**config.mk**
```make
export PLATFORM = sky130hd
export DESIGN_NAME = trig_chain_dma
export DESIGN_NICKNAME = d
export VERILOG_FILES = /design/src/rtl/trig_chain_dma.sv
export SDC_FILE = /design/constraint.sdc
export NUM_CORES = 1
export LEC_CHECK = 0
export BUFFER_PORTS_ARGS = -buffer_cell sky130_fd_sc_hd__buf_2
export CAP_MARGIN = 30
export CORE_MARGIN = 5
export CORE_UTILIZATION = 45
export DETAILED_ROUTE_END_ITERATION = 8
export GPL_ROUTABILITY_DRIVEN = 0
export GPL_TIMING_DRIVEN = 1
export SKIP_CTS_REPAIR_TIMING = 1
export SLEW_MARGIN = 10
export SYNTH_ARGS = -nofsm -noshare
export SYNTH_HDL_FRONTEND = slang
export SYNTH_SLANG_ARGS = --single-unit
```
**constraint.sdc**
```tcl
create_clock -name clk -period 8.5 [get_ports clk]
set_clock_uncertainty 0.05 [all_clocks]
set_input_delay 1.7 -clock clk [delete_from_list [all_inputs] [get_ports clk]]
set_output_delay 1.7 -clock clk [all_outputs]
set_load 0.01 [all_outputs]
```
**src/rtl/trig_chain_dma.sv**
```systemverilog
module trig_chain_dma #(
  parameter int AW = 16,
  parameter int DW = 32,
  parameter int LW = 8,
  parameter int PW = 4
) (
  input  logic          clk,
  input  logic          rst_n,
  input  logic          desc_we,
  input  logic [PW-1:0] desc_idx,
  input  logic [AW-1:0] desc_src,
  input  logic [AW-1:0] desc_dst,
  input  logic [LW-1:0] desc_len,
  input  logic [PW-1:0] desc_next,
  input  logic [AW-1:0] clr_addr,
  input  logic [DW-1:0] clr_mask,
  input  logic          arm,
  input  logic [PW-1:0] arm_idx,
  input  logic          trig,
  input  logic          abort,
  output logic          mem_req,
  output logic          mem_we,
  output logic [AW-1:0] mem_addr,
  output logic [DW-1:0] mem_wdata,
  input  logic [DW-1:0] mem_rdata,
  output logic          busy,
  output logic          done,
  output logic          eol
);
  localparam int NODES = 1 << PW;
  localparam logic [PW-1:0] NULLP = {PW{1'b1}};

  typedef enum logic [2:0] {S_IDLE, S_WAIT, S_RD, S_WR, S_ACK} st_t;

  logic [AW-1:0] t_src  [NODES];
  logic [AW-1:0] t_dst  [NODES];
  logic [LW-1:0] t_len  [NODES];
  logic [PW-1:0] t_next [NODES];

  st_t           st;
  logic [PW-1:0] cur;
  logic [LW-1:0] idx;
  logic          pend;
  logic          eol_q;

  always_ff @(posedge clk)
    if (desc_we) begin
      t_src[desc_idx]  <= desc_src;
      t_dst[desc_idx]  <= desc_dst;
      t_len[desc_idx]  <= desc_len;
      t_next[desc_idx] <= desc_next;
    end

  wire [PW-1:0] nxt      = t_next[cur];
  wire          last_wd  = ({1'b0, idx} + 1'b1) == {1'b0, t_len[cur]};
  wire          go_next  = pend || trig;

  always_ff @(posedge clk or negedge rst_n)
    if (!rst_n) begin
      st    <= S_IDLE;
      cur   <= '0;
      idx   <= '0;
      pend  <= 1'b0;
      eol_q <= 1'b0;
    end else if (abort) begin
      st   <= S_IDLE;
      pend <= 1'b0;
    end else begin
      case (st)
        S_IDLE: if (arm) begin
          st    <= S_WAIT;
          cur   <= arm_idx;
          eol_q <= 1'b0;
        end
        S_WAIT: if (trig) begin
          idx <= '0;
          st  <= (t_len[cur] == '0) ? S_ACK : S_RD;
        end
        S_RD: begin
          if (trig) pend <= 1'b1;
          st <= S_WR;
        end
        S_WR: begin
          if (trig) pend <= 1'b1;
          idx <= idx + 1'b1;
          st  <= last_wd ? S_ACK : S_RD;
        end
        S_ACK: begin
          pend <= 1'b0;
          idx  <= '0;
          if (nxt == NULLP) begin
            st    <= S_IDLE;
            eol_q <= 1'b1;
          end else begin
            cur <= nxt;
            if (go_next) st <= (t_len[nxt] == '0) ? S_ACK : S_RD;
            else         st <= S_WAIT;
          end
        end
        default: st <= S_IDLE;
      endcase
    end

  assign busy      = st != S_IDLE;
  assign done      = st == S_ACK;
  assign eol       = eol_q;
  assign mem_req   = st == S_RD || st == S_WR || st == S_ACK;
  assign mem_we    = st == S_WR || st == S_ACK;
  assign mem_addr  = (st == S_RD) ? t_src[cur] + AW'(idx) :
                     (st == S_WR) ? t_dst[cur] + AW'(idx) : clr_addr;
  assign mem_wdata = (st == S_ACK) ? clr_mask : mem_rdata;

  a_r5_eol_idle: assert property (@(posedge clk) disable iff (!rst_n)
    eol |-> !busy);
  a_r9_abort_idle: assert property (@(posedge clk) disable iff (!rst_n)
    abort |=> !busy && !mem_req);
  a_r2_arm_starts: assert property (@(posedge clk) disable iff (!rst_n)
    $rose(busy) |-> $past(arm));
  a_r3_idx_range: assert property (@(posedge clk) disable iff (!rst_n)
    (st == S_WR) |-> idx < t_len[cur]);
  a_r8_pend_served: assert property (@(posedge clk) disable iff (!rst_n)
    (done && pend && nxt != NULLP && !abort) |=> mem_req);
  a_r4_clear_once: assert property (@(posedge clk) disable iff (!rst_n)
    (done && !abort) |=> !done || $past(t_len[nxt]) == '0);
endmodule

```
==> results.tsv, run 1 <==
metric	value	unit
status	finished, final reports clean	
synth.most_common_cell	edfxtp_1	
vias	15600	
worst_slack	1.40	ns
preCtsSetupSlack	1.99	ns
synth_top_area_frac	0.703	
synth_edf_count	704	
grt_pass1_vias	16000	
die_h	269	µm
fmax	141	MHz
timing.rr.end	st[1]	
fin_tns_setup	0	ns
power_density	254	nW/µm²
end_kind	output pin	
port_buffers	190	
ant_nets	0	
synth_xor_area_frac	0.00728	
grt_use_total	0.206	
placed_area	32100	µm²
pin_count	191	
ys_warn_count	0	
layoutNonFillerInstCount	2649	
syn_area	30100	µm²
clk_pin_slew	0.06	ns
intPower	6.51	mW
start_util	0.455	
avgRoutedWirePerCell	28.2	µm
muxShareOfSynthArea	0.183	
drt_wl_total	74.8	mm
std_cell_rows	94	
synth_compound_area_frac	0.0302	
filler_cell_count	5195	
synth.distinct_cells	66	
relSlewSlack	0.332	
synth_top_family_by_area	multiplexers	
crit_fanout	70	
crit_type	reg -> out	
power_frac_clock	0.354	
reg2reg_from	cur[0]	
met2_length	36.8	mm
cts_root_buf	clkbuf_16	
ys_ff_latch	721	
cap_violations	0	
nets	1885	
via_per_inst	5.90	
combPwrFrac	0.177	
register_area	21600	µm²
top_layer	met5	
cts_max_level	3	
critPathCapture	mem_addr[8]	
rsz0062_at_grt	no	
cts_buffer_depth	3	
dieArea	72100	µm²
seq_power_share	0.469	
antenna_found_initial	6	
drt_iter0_drc	1585	
dr.pass1.iters	6	
arrival	5.35	ns
grt_max_degree	71	
hold_class	reg -> reg	
drv_slew	0	
grt_overflow	0	
dp_hpwl	42.2	mm
grt_pass1_wl	107	mm
power.leakage	11.3	nW
ys_seq_area_frac	0.717	
crit_path_start	cur[0]	
async_reset_ff_frac	0.0236	
core_area	66100	µm²
fin_area	34400	µm²
wl_met3	5.50	mm
r2r_setup_slack	3.51	ns
placed_cells	2517	
synth_top_cell_by_area	edfxtp_1	
die_w	269	µm
drc	0	
syn_nets	1663	
critPathLaunchType	flop	
ir_worst_vdd	0.000131	V
area_delta_synth_final	14.3	%
yosys.area_share.simple	0.0377	
reg2regPathDepth	10	
crit_required	6.75	ns
ys_top_cells_by_area	edfxtp_1, mux4_2, mux2_2, dfrtp_1, mux2i_1	
cts_tree	built	
synthTopCellsByCount	edfxtp_1, mux4_2, nand2_1, o21ai_0, nor2_1	
power.total	8.72	mW
synthCells	1506	
avgSynthCellArea	20.0	µm²
period_needed	7.10	ns
setup-violations-final	0	
m1WireLength	31.0	mm
hold_viol_final	0	
multi_input_area	8140	µm²
drive_gt1_frac	0.333	
final.period_utilization	0.835	
switching_share	0.253	
numCtsBuffers	71	
synth_ff_type	edfxtp_1	
clkSinkCount	721	
yosys.area_share.adder	0.00840	
insertion_delay	0.61	ns
worst_slew_pin_slew	1.00	ns
netSwitchingPower	2.21	mW
[worst min path at each step]
stage,from,end,slack (ns),depth (start not counted)
global placement,pend,pend,0.50,2
CTS,pend,pend,0.51,2
floorplan,pend,pend,0.47,2
detailed placement,pend,pend,0.50,2
finish,pend,pend,0.50,2
global route,pend,pend,0.56,2
[critical path: stages, from the launching register on]
cell and delay, ns:
dfrtp_4 0.91, buf_12 0.47, mux4_2 0.58, mux4_2 0.47, ha_1 0.33, a21boi_0 0.15
o21ai_0 0.33, a21oi_1 0.24, or3b_2 0.51, a31oi_1 0.26, o21ai_0 0.13, buf_2 0.19
[state kept, by name, summed over array words and instances, names as in the netlist]
signal / count
cur: 4
eol: 1
idx: 8
pend: 1
st: 3
t_dst: 256
t_len: 128
t_next: 64
t_src: 256
[layout make-up]
class,count,share of cell area
Inverter,19,0.00207
Antenna cell,1,0.0000727
Clock inverter,48,0.0122
Timing Repair Buffer,219,0.0356
Multi-Input combinational cell,696,0.237
Sequential cell,721,0.627
Tap cell,864,0.0314
Clock buffer,81,0.0546
[layer usage]
layer  vias up  track usage
li1       6738            -
met1      8171        0.284
met2       616        0.344
met3        99       0.0370
met4         4       0.0541
met5         -            0
[power groups by stage]
stage,clock network [mW],logic (mW),registers (mW)
6_report,3.09,1.54,4.09
5_1_grt,3.32,1.66,4.10
4_1_cts,3.16,1.56,4.09
3_5_place_dp,0,1.56,4.17
3_3_place_gp,0,1.54,4.17
2_1_floorplan,0,1.18,4.07
[cell families (layout without fill, tap and decap cells)]
logic type / Yosys count / in the layout
simple gates: 229 / 229
xor+xnor: 25 / 25
fa+ha+maj: 19 / 19
buf+inv: 89 / 367
other cells: 0 / 1
mux: 284 / 284
compound gates: 139 / 139
flops: 721 / 721
[stage by stage]
stage | util | hold WS [ns]
CTS | 0.520 | 0.512
global route | 0.520 | 0.562
finish | 0.520 | 0.504
global placement | 0.485 | 0.495
detailed placement | 0.485 | 0.499
floorplan | - | 0.466
[cell usage in the layout, fill, tap and decap left out, types with 12 or more instances in the layout]
| cell | n |
|---|---|
| o21ai_0 | 53 |
| dfrtp_1 | 13 |
| nor2_4 | 12 |
| nand2_1 | 66 |
| mux4_1 | 12 |
| xor2_1 | 15 |
| nor3_1 | 14 |
| clkbuf_16 | 74 |
| buf_4 | 25 |
| inv_1 | 17 |
| edfxtp_1 | 704 |
| ha_1 | 17 |
| mux2i_1 | 35 |
| mux4_2 | 193 |
| mux2_2 | 43 |
| nor4_1 | 36 |
| a21oi_1 | 20 |
| clkinv_2 | 17 |
| nor2_1 | 38 |
| buf_2 | 190 |
| clkinv_1 | 18 |
Note: power is estimated with default switching activity, not from simulation.
==> run 2: changes to the inputs <==
==> constraint.sdc (replaced) <==
create_clock -name clk -period 6.7 [get_ports clk]
set_clock_uncertainty 0.05 [all_clocks]
set_input_delay 1.34 -clock clk [delete_from_list [all_inputs] [get_ports clk]]
set_output_delay 1.34 -clock clk [all_outputs]
set_load 0.01 [all_outputs]
==> results.tsv, run 2 (synthesis results as in run 1) <==
metric	value	unit	change
grt_overflow	0		unchanged
setup-violations-final	0		unchanged
whs_endpoint	pend		
grt_pass1_wl	109	mm	+2.0%
layoutNonFillerInstCount	2664		+0.57%
drt_iter0_drc	1376		-13%
preCtsSetupSlack	0.697	ns	-1.30 ns
power_frac_clock	0.363		+0.009
relSlewSlack	0.314		-0.0177
cap_violations	0		unchanged
dieArea	72100	µm²	unchanged
dp_hpwl	45.2	mm	+7.0%
nets	1897		+0.64%
cts_max_level	3		unchanged
fin_area	34700	µm²	+0.80%
grt_max_degree	48		-32%
filler_cell_count	5154		-0.79%
netSwitchingPower	2.85	mW	+29%
drive_gt1_frac	0.338		+0.00519
cpPeakStageDelay	0.66	ns	-0.25 ns
placed_area	32200	µm²	+0.33%
antenna_found_initial	6		unchanged
power_density	326	nW/µm²	+28%
end_kind	output pin		
seq_power_share	0.458		-0.011
drt_wl_total	76.8	mm	+2.7%
vias	16000		+2.2%
worst_slack	0.367	ns	-1.04 ns
area_delta_synth_final	15.2	%	
power.leakage	11.4	nW	+1.1%
clk_pin_slew	0.06	ns	about the same
combPwrFrac	0.179		+0.002
drc	0		unchanged
arrival	4.94	ns	-0.41 ns
intPower	8.44	mW	+30%
cp_slowest_cell	dfrtp_4		
critPathLaunchType	flop		
min_from	pend		
crit_required	5.31	ns	-1.44 ns
grt_pass1_vias	16400		+2.1%
worst_slew_pin_slew	1.03	ns	+0.0265 ns
via_per_inst	5.99		+1.6%
reg2reg_from	cur[1]		
min_path_cells	2		unchanged
grt_use_total	0.210		+0.00394
port_buffers	190		unchanged
hold_slack	0.548	ns	+0.0442 ns
hold_class	reg -> reg		
avgRoutedWirePerCell	28.8	µm	+2.1%
final_cell_mix	edfxtp_1, mux4_2, buf_2		
multi_input_area	8140	µm²	unchanged
pin_count	191		unchanged
switching_share	0.252		-0.000815
fmax	158	MHz	
largest_registers	t_dst (256), t_src (256), t_len (128)		
ant_nets	0		unchanged
hold_viol_final	0		unchanged
cts_buffer_depth	3		unchanged
fin_tns_setup	0	ns	unchanged
crit_type	reg -> out		
ir_worst_vdd	0.000163	V	+24%
register_area	21600	µm²	unchanged
placed_cells	2525		+0.32%
rsz0062_at_grt	no		
cts_tree	built		
cp_cell_sequence	buf_4, mux4_2, mux4_2, ha_1, a21boi_0, o21ai_0, a21oi_1, or3b_2, a31oi_1, o21ai_0, buf_2		
cts_root_buf	clkbuf_16		
mostFrequentLayoutCell	edfxtp_1		
period_needed	6.33	ns	
status	finished, final reports clean		
clkSinkCount	721		unchanged
start_util	0.455		unchanged
final.period_utilization	0.945		
timing.rr.end	st[1]		
fin_util	0.525		+0.00414
core_area	66100	µm²	unchanged
die_w	269	µm	unchanged
dr.pass1.iters	5		-1
insertion_delay	0.60	ns	about the same
numCtsBuffers	73		+2.8%
drv_slew	0		unchanged
power.total	11.3	mW	+29%
die_h	269	µm	unchanged
crit_fanout	25		-64%
reg2regPathDepth	10		unchanged
std_cell_rows	94		unchanged
r2r_setup_slack	2.14	ns	-1.37 ns
-- run 2: cell count changes in the layout (fill, tap and decap cells not counted), sizes merged --
cell and delta:
inv -1, buf +10, clkinv -11, diode +1, clkbuf +14, bufinv +2
-- run 2: cell type report --
type | instances | share of cell area
well taps | 864 | 0.0312
inverters | 19 | 0.00206
flip-flops and latches | 721 | 0.622
clock buffers | 95 | 0.0572
multi-input cells | 696 | 0.235
clock inverters | 38 | 0.0125
repair buffers | 229 | 0.0398
diodes | 2 | 0.000144
-- run 2: worst max-delay path: cells and delay by family, from the launching register on --
| family | cells | cell delay [ns] |
|---|---|---|
| AND/OR/NAND/NOR | 1 | 0.51 |
| flip-flops | 1 | 0.66 |
| AO/OA/AOI/OAI | 5 | 1.02 |
| adder cells (fa/ha/maj) | 1 | 0.34 |
| multiplexers | 2 | 1.06 |
| buffers and inverters | 2 | 0.71 |
-- run 2: metal layers --
metal  GRT usage  share of wire
met5           0        0.00020
met1       0.295           0.42
met3      0.0358          0.072
met2       0.344           0.49
met4      0.0583          0.022
-- run 2: worst max-delay path by stage --
| stage | startpoint | to | slack (ns) | depth (start not counted) |
|---|---|---|---|---|
| final | cur[0] | mem_addr[8] | 0.37 | 11 |
| after floorplan | cur[1] | mem_addr[8] | 0.74 | 20 |
| after global placement | cur[0] | mem_addr[8] | 0.75 | 11 |
| after detailed placement | cur[0] | mem_addr[8] | 0.70 | 11 |
| after CTS | cur[0] | mem_addr[8] | 0.02 | 11 |
| after global routing | cur[0] | mem_addr[8] | 0.07 | 11 |
-- run 2: power groups by stage --
| stage | clock network, mW | logic (mW) | registers, mW |
|---|---|---|---|
| floorplan | 0 | 1.49 | 5.17 |
| global placement | 0 | 1.97 | 5.28 |
| detailed placement | 0 | 1.99 | 5.28 |
| CTS | 4.17 | 2.00 | 5.19 |
| global route | 4.38 | 2.16 | 5.18 |
| finish | 4.10 | 2.02 | 5.17 |
